File: src/rtl/cfgser_pkg.sv
package cfgser_pkg;
  localparam int unsigned BYTE_W = 8;

  // clock-advance request fed to the shift core
  typedef struct packed {
    logic rise;
    logic fall;
  } step_t;
endpackage

File: src/rtl/cfgser_osc.sv
module cfgser_osc #(
  parameter int unsigned HALF_CYC = 2
) (
  input  logic clk,
  input  logic rst_n,
  input  logic restart,
  input  logic run,
  output logic tick
);
  localparam int unsigned CW = (HALF_CYC > 1) ? $clog2(HALF_CYC) : 1;
  localparam logic [CW-1:0] LAST = CW'(HALF_CYC - 1);

  logic [CW-1:0] cnt;

  assign tick = run && (cnt == LAST);

  always_ff @(posedge clk or negedge rst_n) begin
    if (!rst_n) begin
      cnt <= '0;
    end else if (restart) begin
      cnt <= '0;
    end else if (run) begin
      if (cnt == LAST) cnt <= '0;
      else             cnt <= cnt + 1'b1;
    end
  end
endmodule

File: src/rtl/cfgser_extsync.sv
module cfgser_extsync #(
  parameter int unsigned STAGES = 2
) (
  input  logic clk,
  input  logic rst_n,
  input  logic async_in,
  output logic rise,
  output logic fall
);
  logic [STAGES-1:0] chain;
  logic              prev;

  always_ff @(posedge clk or negedge rst_n) begin
    if (!rst_n) begin
      chain <= '0;
      prev  <= 1'b0;
    end else begin
      chain <= {chain[STAGES-2:0], async_in};
      prev  <= chain[STAGES-1];
    end
  end

  assign rise = chain[STAGES-1] & ~prev;
  assign fall = ~chain[STAGES-1] & prev;
endmodule

File: src/rtl/cfgser_shift.sv
module cfgser_shift
  import cfgser_pkg::*;
(
  input  logic              clk,
  input  logic              rst_n,
  input  logic              load,
  input  logic [BYTE_W-1:0] load_data,
  input  step_t             step,
  output logic              busy,
  output logic              sclk,
  output logic              sdout
);
  localparam int unsigned BCW = $clog2(BYTE_W);
  localparam logic [BCW-1:0] LAST_BIT = BCW'(BYTE_W - 1);

  logic [BYTE_W-1:0] sh;
  logic [BCW-1:0]    bcnt;

  always_ff @(posedge clk or negedge rst_n) begin
    if (!rst_n) begin
      busy  <= 1'b0;
      sclk  <= 1'b0;
      sdout <= 1'b0;
      sh    <= '0;
      bcnt  <= '0;
    end else if (load) begin
      busy  <= 1'b1;
      sclk  <= 1'b0;
      sh    <= load_data;
      sdout <= load_data[BYTE_W-1];
      bcnt  <= '0;
    end else if (busy) begin
      if (!sclk && step.rise) begin
        sclk <= 1'b1;
      end else if (sclk && step.fall) begin
        sclk <= 1'b0;
        if (bcnt == LAST_BIT) begin
          busy <= 1'b0;
        end else begin
          sdout <= sh[BYTE_W-2];
          sh    <= sh << 1;
          bcnt  <= bcnt + 1'b1;
        end
      end
    end
  end
endmodule

File: src/rtl/cfg_byte_serializer.sv
module cfg_byte_serializer
  import cfgser_pkg::*;
#(
  parameter int unsigned HALF_CYC    = 2,
  parameter int unsigned SYNC_STAGES = 2
) (
  input  logic              clk,
  input  logic              rst_n,
  input  logic              sync_mode,
  input  logic              ext_clk,
  input  logic              in_valid,
  output logic              in_ready,
  input  logic [BYTE_W-1:0] in_data,
  output logic              busy,
  output logic              cfg_clk,
  output logic              cfg_dout
);
  logic  accept;
  logic  tick;
  logic  ext_rise;
  logic  ext_fall;
  step_t step;

  assign in_ready = ~busy;
  assign accept   = in_valid & ~busy;

  cfgser_osc #(.HALF_CYC(HALF_CYC)) u_osc (
    .clk     (clk),
    .rst_n   (rst_n),
    .restart (accept),
    .run     (busy & ~sync_mode),
    .tick    (tick)
  );

  cfgser_extsync #(.STAGES(SYNC_STAGES)) u_sync (
    .clk      (clk),
    .rst_n    (rst_n),
    .async_in (ext_clk),
    .rise     (ext_rise),
    .fall     (ext_fall)
  );

  always_comb begin
    if (sync_mode) begin
      step.rise = ext_rise;
      step.fall = ext_fall;
    end else begin
      step.rise = tick;
      step.fall = tick;
    end
  end

  cfgser_shift u_shift (
    .clk       (clk),
    .rst_n     (rst_n),
    .load      (accept),
    .load_data (in_data),
    .step      (step),
    .busy      (busy),
    .sclk      (cfg_clk),
    .sdout     (cfg_dout)
  );
endmodule

File: config.mk
export PLATFORM = sky130hd
export DESIGN_NAME = cfg_byte_serializer
export DESIGN_NICKNAME = d
export VERILOG_FILES = /design/src/rtl/cfgser_pkg.sv /design/src/rtl/cfgser_osc.sv /design/src/rtl/cfgser_extsync.sv /design/src/rtl/cfgser_shift.sv /design/src/rtl/cfg_byte_serializer.sv
export SDC_FILE = /design/constraint.sdc
export NUM_CORES = 1
export LEC_CHECK = 0
export BUFFER_PORTS_ARGS = -buffer_cell sky130_fd_sc_hd__buf_2
export CAP_MARGIN = 25
export CORE_AREA = 4 4 44 46
export DETAILED_ROUTE_END_ITERATION = 7
export DIE_AREA = 0 0 48 50
export GPL_TIMING_DRIVEN = 0
export PLACE_DENSITY = 0.77
export SLEW_MARGIN = 20
export SYNTH_ARGS = -nofsm -noshare
export SYNTH_HDL_FRONTEND = slang
export SYNTH_HIERARCHICAL = 1
export SYNTH_SLANG_ARGS = --single-unit
File: constraint.sdc
create_clock -name clk -period 4.75 [get_ports clk]
set_clock_uncertainty 0.1 [all_clocks]
set_input_delay 0.95 -clock clk [delete_from_list [all_inputs] [get_ports clk]]
set_output_delay 0.95 -clock clk [all_outputs]
set_load 0.05 [all_outputs]
# Yosys cells after proc, flatten, opt, wreduce, memory -nomap -nowiden
# Cells that the tools add are included.
# W data, S select, Z words.
[op_classes] addsub=2 n_mul=0 n_div=0 n_lt_le_gt_ge=0 n_eq_ne=3 shift=0 n_mux=28 n_bitwise=8 n_reduce_logical=10
[op_table] cell="$mux W7" n=5
[op_table] cell="$mux W1" n=17
[op_table] cell="$mux W3" n=5
[op_table] cell="$reduce_bool A2 Y1" n=3
[op_table] cell="$and A1 B1 Y1" n=4
[op_table] cell="$ne A2 B2 Y1 const B" n=2
[op_table] cell="$not A1 Y1" n=4
[op_table] cell="$reduce_and A4 Y1" n=1
[op_table] cell="$add A3 B1 Y3 const B" n=1
[op_table] cell="$eq A3 B3 Y1 const B" n=1
[op_table] cell="$logic_and A1 B1 Y1" n=3
[op_table] cell="$reduce_bool A3 Y1" n=1
[op_table] cell="$mux W2" n=1
[op_table] cell="$reduce_and A2 Y1" n=1
[op_table] cell="$add A1 B1 Y1 const B" n=1
[op_table] cell="$logic_not A1 Y1" n=1
[word_totals] regBits=17 latch_bits=0 mem_bits_rw=0 mem_bits_ro=0 input_bits=13 out_inout_bits=4 elab_cells=59 n_memories=0

# Logic depth before layout (Yosys ltp)
# Gate-level depths: netlist of the first run.
[logic_depth] word_depth=9 ltp_mapped=6 mapped_depth_nobuf=5

# Modules after synthesis
# The synthesis of the first run kept the hierarchy.
[modules_own_cells] mod="cfgser_shift" n_inst=1 cells_per_inst=44 area_per_inst_um2=646.9
[modules_own_cells] mod="cfgser_extsync" n_inst=1 cells_per_inst=5 area_per_inst_um2=90.1
[modules_own_cells] mod="cfgser_osc" n_inst=1 cells_per_inst=4 area_per_inst_um2=45.0
[modules_own_cells] mod="cfg_byte_serializer" n_inst=1 cells_per_inst=5 area_per_inst_um2=41.3

# Least setup slack after synthesis of the first run
# Ideal clock, no wire load.
[synth_timing] path_type="input-to-reg" from="input port sync_mode" to="register u_shift.bcnt[0]" setup_time_ns=0.125 arrival_ns=2.350 required_ns=4.525 setup_slack_ns=2.176 cell_stages=6 path_buffers=1 path_cell_list="and2b_2 -> and2_2 -> mux2_2 -> a41oi_1 -> buf_4 -> mux2_2"
[synth_rtl] element="from (decl)" line_no="cfg_byte_serializer.sv:9" text="input logic sync_mode,"
[synth_rtl] element="to (signal assigned)" line_no="cfgser_shift.sv:42" text="bcnt <= bcnt + 1'b1;"
[synth_rtl] element="to (decl)" line_no="cfgser_shift.sv:17" text="logic [BCW-1:0] bcnt;"

==> results.yml, run 1 <==
route:
  antenna_left: 0
  drt-total-wl_um: 1235
  wl_per_cell_um: 13.14
  via_per_inst: 5.298
  vias: 498
  first_iter_violations: 3
  firstDrtPassIters: 3
  route.detailed.drc: 0
global_routing:
  first_global_vias: 511
  overflow: 0
  met2_usage_pct: 18.28
  grtUsageMet3_pct: 2.182
  antenna_found_initial: 0
  use_met1_pct: 17.12
  gr-usage-all-layers_pct: 12.56
  grt_max_degree: 18
  grt_pass1_wl_um: 2139
  top_usage_layer: "met2"
worst_setup_path:
  path_buf_inv: 2
  start_kind: "input port"
  required_ps: 4820
  critical_path_class: "input port to flop"
  crit_top_cell: "mux2_2"
  crit-reg2reg-launch: "u_shift/busy$_DFF_PN0_"
  slowest_stage: "mux2_2"
  rr_endpoint: "u_shift/sh[1]$_DFFE_PN0P_"
  arrival_ps: 2590
  path_cells: "buf_2, and2b_2, and2_2, mux2_2, a41oi_1, buf_4, mux2_2"
  critical-path-top-delay-family: "multiplexers"
  slowest_delay_ps: 350
  r2r_setup_slack_ps: 2520
  crit_path_max_fanout: 10
  worstRegToRegCells: 6
  cp-end-kind: "flop"
clock_tree:
  clock_path_buffers: 2
  htreeDepth: 1
  post_cts_resized: 0
  hold_buffers: 0
  root_buffer: "clkbuf_4"
  cts_tree: "built"
  cts_inserted_buffers: 3
  cts_setup_buffers: 0
  cts.clk_slew.worst_paths_ps: 90
  cts_sinks: 17
  insertion_delay_ps: 280
synth:
  synth_fp_nets: 73
  syn-cell-area_um2: 823.3
  ys_seq_area_share_pct: 51.67
  synth_top_area_cell: "dfrtp_1"
  yosys.area_share.adder_pct: 3.040
  ys_types: 18
  yosys-top-cells-area: "dfrtp_1 52%, mux2_2 21%, mux2_4 7.3%, and2b_2 4.3%, ha_1 3.0%"
  syn_avg_cell_area_um2: 14.19
  muxShareOfSynthArea_pct: 27.81
  synth_compound_area_share_pct: 5.015
  yosys.area_share.simple_pct: 8.207
  synth-xor-area-share_pct: 1.064
  synth-seq-cells: 17
  netlist_instances: 58
  synth_top_family_by_area: "multiplexers"
  yosysWarnings: 6
  synth_top_area_share_pct: 51.67
die:
  initial_core_util_pct: 54.65
  boundaryPins: 17
  die_x_um: 48
  dieHeight_um: 50
  die-area_um2: 2400
  coreArea_um2: 1506
  row_count: 14
worst_hold_path:
  holdPathEnd: "u_sync/chain[1]$_DFF_PN0_"
  hold_path.class: "flop to flop"
  min_from: "u_sync/chain[0]$_DFF_PN0_"
  hold_path_depth: 0
flow_run:
  maxCapViolCount: 0
layout:
  instances_no_fill: 94
  antenna_cells: 0
  area_growth_pct: 15.35
  fin_util_pct: 63.04
  drive_above_1_share_pct: 60.26
  final_cell_mix: "17 x dfrtp_1, 16 x buf_2, 15 x mux2_2, 4 x and2b_2, 4 x mux2_4"
  final_common_cell: "dfrtp_1"
  nets: 94
placement:
  dp_hpwl_um: 931.5
  gp_congestion: 0.6820
  place_inst: 90
  numPortBuffers: 16
sta:
  tightestPinTransition_ps: 481.6
  finalSetupTns_ps: 0
  max_freq_mhz: 396.7
  finalCriticalPeriod_ps: 2521
  finalHoldViolCount: 0
  grt_setup_unrepaired: "false"
  relSlewSlack_pct: 67.83
  drv_slew: 0
  setup_viol: 0
  fin_crit_sh_pct: 53.07
  finalHoldWorstSlack_ps: 253.7
pwr:
  p_leak_nw: 0.4670
  power_w: 0.0005685
  ir_drop_mv: 0.3665
  p_per_area_nw_per_um2: 598.6
run_status:
  status: "completed"
[cell families (layout without fill, tap and decap cells)]
kind of cell,Yosys count,after routing
simple gates,10,10
xor+xnor,1,1
compound gates,5,5
buf+inv,4,24
mux,19,19
flops,17,17
fa+ha+maj,2,2
[per-layer routing]
layer | part of all wire (%) | vias up
met2 | 49 | 10
li1 | - | 243
met5 | 0 | -
met3 | 6.0 | 2
met4 | 0.73 | 0
met1 | 44 | 243
[cells in the mapped netlist]
library cell  number
dfrtp_1           17
mux2_2            15
and2b_2            4
mux2_4             4
ha_1               2
inv_1              2
nor2_1             2
nor2b_1            2
a21o_2             1
a21oi_1            1
a22o_2             1
a311oi_1           1
a41oi_1            1
and2_2             1
buf_4              1
buf_6              1
nand3_1            1
xnor2_1            1
[worst max path at each step]
stage	startpoint	end	slack (ps)	cells after the start
after global routing	sync_mode	u_shift/bcnt[0]$_DFFE_PN0P_	2130	7
after detailed placement	sync_mode	u_shift/sh[1]$_DFFE_PN0P_	1900	7
after floorplan	sync_mode	u_shift/bcnt[0]$_DFFE_PN0P_	2180	6
final	sync_mode	u_shift/sh[1]$_DFFE_PN0P_	2230	7
after global placement	sync_mode	u_shift/bcnt[1]$_DFFE_PN0P_	1930	7
after CTS	sync_mode	u_shift/sh[1]$_DFFE_PN0P_	2210	7
[registers in the layout (all words and copies together) (netlist names)]
signal / count
u_shift/sdout: 1
u_shift/busy: 1
u_shift/sh: 7
u_shift/sclk: 1
u_shift/bcnt: 3
u_sync/chain: 2
u_sync/prev: 1
u_osc/cnt: 1
[report_power, final]
group	internal [W]	total (W)	switching, W
clock network	0.0000326	0.0000746	0.0000420
logic	0.000138	0.000262	0.000123
registers	0.000198	0.000232	0.0000347
[through the flow]
step / setup slack [ps] / instance area [um2]
after floorplan: 2176 / 823.3
after detailed placement: 1904 / 923.4
final: 2229 / 949.7
after global routing: 2127 / 949.7
after global placement: 1933 / 923.4
after CTS: 2212 / 949.7
[worst reg2reg max path: stages (launching register included)]
cell	delay, ps
dfrtp_1	460
and2b_2	240
and2_2	170
mux2_2	280
a41oi_1	270
buf_4	240
mux2_2	350
[layout make-up]
type	instances	area (um2)
Clock buffer	4	26.28
Buffer	2	18.77
Multi-Input combinational cell	37	371.6
Inverter	2	7.507
Tap cell	16	20.02
Timing Repair Buffer	16	80.08
Fill cell	125	556.8
Sequential cell	17	425.4
Note: power is estimated with default switching activity, not from simulation.
==> inputs of run 2 (changes only) <==
- ABC_AREA: not set -> 1
- CORE_AREA: 4 4 44 46 -> 4 4 49 51
- DIE_AREA: 0 0 48 50 -> 0 0 53 55
- PLACE_DENSITY: 0.77 -> 0.69
- clock period: 4.75 -> 2.2 ns (I/O delays scaled with it)
==> results.yml, run 2 <==
run_status:
  status: "completed"
layout:
  area_growth_pct: 17.22
  drive_above_1_share_pct: 21.58
  final_common_cell: "nand2_1"
  antenna_cells: 0
  largest_register_ffs: 7
  largest_register: "u_shift/sh"
  nets: 155
  fillCellCount: 202
  final_cell_mix: "57 x nand2_1, 18 x buf_2, 17 x dfrtp_1, 10 x inv_1, 10 x nand3_1"
  reg.largest.list: "u_shift/sh x7, u_shift/bcnt x3, u_sync/chain x2"
clock_tree:
  cts_inserted_buffers: 3
  cts_setup_buffers: 0
  insertion_delay_ps: 280
  cts_tree: "built"
  cts_sinks: 17
  hold_buffers: 1
  htreeDepth: 1
  cts.clk_slew.worst_paths_ps: 90
  root_buffer: "clkbuf_4"
  clock_path_buffers: 2
  post_cts_resized: 0
route:
  via_per_inst: 4.524
  drt-total-wl_um: 1584
  wl_per_cell_um: 9.542
  vias: 751
  antenna_left: 0
  firstDrtPassIters: 5
  route.detailed.drc: 0
  first_iter_violations: 7
synth:
  synth-seq-cells: 17
  synth_fp_nets: 133
  synth.most_common_cell: "nand2_1"
  synth_top_area_cell: "dfrtp_1"
  netlist_instances: 118
  syn-cell-area_um2: 872.1
  synth_common_cells: "57 x nand2_1, 17 x dfrtp_1, 10 x inv_1, 10 x nand3_1, 8 x nor2_1"
  synth-edff-count: 0
  yosys-top-cells-area: "dfrtp_1 49%, nand2_1 25%, nand3_1 5.7%, inv_1 4.3%, nor2_1 3.4%"
  async_reset_ff_share_pct: 100.0
  synth_top_area_share_pct: 48.78
  yosysWarnings: 6
  ys_seq_area_share_pct: 48.78
  ys_types: 15
  synthFlopType: "dfrtp_1"
  syn_avg_cell_area_um2: 7.391
global_routing:
  antenna_found_initial: 0
  gr-usage-all-layers_pct: 12.93
  first_global_vias: 672
  grt_pass1_wl_um: 2753
  overflow: 0
  grt_max_degree: 18
flow_run:
  maxCapViolCount: 0
worst_setup_path:
  crit_top_cell: "nand2_1"
  start_kind: "flop"
  required_ps: 2320
  crit_path_max_fanout: 10
  crit-reg2reg-launch: "u_shift/busy$_DFF_PN0_"
  slowest_delay_ps: 440
  rr_endpoint: "u_shift/bcnt[1]$_DFFE_PN0P_"
  cp-end-kind: "flop"
  path_cells: "inv_1, nor2_1, nand2_1, inv_1, nand2_2, nand2_1, nand2_1, nand2_1, buf_2, nand3_1, nand2_1"
  r2r_setup_slack_ps: 590
  slowest_stage: "dfrtp_1"
  arrival_ps: 1730
  path_buf_inv: 3
  critical-path-top-delay-family: "simple AND/OR/NAND/NOR gates"
  worstRegToRegCells: 11
  critical_path_class: "flop to flop"
placement:
  dp_hpwl_um: 1169
  gp_congestion: 0.7282
  dp_slack_ps: 516.4
  numPortBuffers: 16
sta:
  relSlewSlack_pct: 74.79
  setup_viol: 0
  finalCriticalPeriod_ps: 1612
  grt_setup_unrepaired: "false"
  finalSetupTns_ps: 0
  finalHoldViolCount: 0
  fin_ws_ps: 587.9
  fin_crit_sh_pct: 73.28
  tightestPinTransition_ps: 378.2
  drv_slew: 0
  max_freq_mhz: 620.3
die:
  die_x_um: 53
  row_count: 16
  die-area_um2: 2915
  boundaryPins: 17
  initial_core_util_pct: 44.91
  coreArea_um2: 1942
  dieHeight_um: 55
worst_hold_path:
  hold_path_depth: 1
  min_from: "ext_clk"
  hold_path.class: "input port to flop"
  holdPathEnd: "u_sync/chain[0]$_DFF_PN0_"
pwr:
  ir_drop_mv: 0.5096
  power_w: 0.001164
  p_leak_nw: 0.6185
  p_per_area_nw_per_um2: 1139
[run 2: where the power goes]
part           switching, W  internal [W]  leakage, nW
combinational      0.000336      0.000180        0.391
clock             0.0000911     0.0000703       0.0150
sequential        0.0000676      0.000420        0.213
[run 2: layout make-up]
class                   instances  area, um2  share of cell area [%]
multi-input cells              84      361.6                   35.37
plain buffers                   5      40.04                   3.917
inverters                      12      45.04                   4.406
clock buffers                   4      26.28                   2.570
flip-flops and latches         17      425.4                   41.62
well taps                      27      33.78                   3.305
repair buffers                 17      90.09                   8.813
[run 2: how the worst max path moves through the flow]
| stage | startpoint | endpoint | slack, ps | cells after the start |
|---|---|---|---|---|
| 6_report | u_shift/busy$_DFF_PN0_ | u_shift/bcnt[1]$_DFFE_PN0P_ | 590 | 11 |
| 5_1_grt | u_shift/busy$_DFF_PN0_ | u_shift/bcnt[0]$_DFFE_PN0P_ | 400 | 11 |
| 4_1_cts | u_shift/busy$_DFF_PN0_ | in_ready | 570 | 2 |
| 3_5_place_dp | sync_mode | u_shift/bcnt[2]$_DFFE_PN0P_ | 520 | 11 |
| 3_3_place_gp | sync_mode | u_shift/bcnt[2]$_DFFE_PN0P_ | 520 | 11 |
| 2_1_floorplan | u_shift/busy$_DFF_PN0_ | u_shift/sdout$_DFFE_PN0P_ | 50 | 12 |
[run 2: logic make-up after synthesis]
logic type | synth area share, %
fa+ha+maj | 2.869
buf+inv | 9.757
compound gates | 0.5733
simple gates | 38.02
flops | 48.78
[run 2: per-layer routing]
| layer | track usage, % | wire (um) | up-vias |
|---|---|---|---|
| met5 | 0 | 0 | - |
| met4 | 5.106 | 10 | 0 |
| met3 | 4.021 | 66 | 2 |
| met2 | 20.66 | 758 | 12 |
| met1 | 16.33 | 749 | 338 |
| li1 | - | - | 399 |
[run 2: metrics by stage]
stage	std cells	utilization [%]	area [um2]	hold slack [ps]
after floorplan	118	-	872.1	44.41
after global placement	161	50.77	985.9	232.3
after detailed placement	161	50.77	985.9	243.4
after CTS	166	52.64	1022	146.6
after global routing	166	52.64	1022	144.3
final	166	52.64	1022	160.6
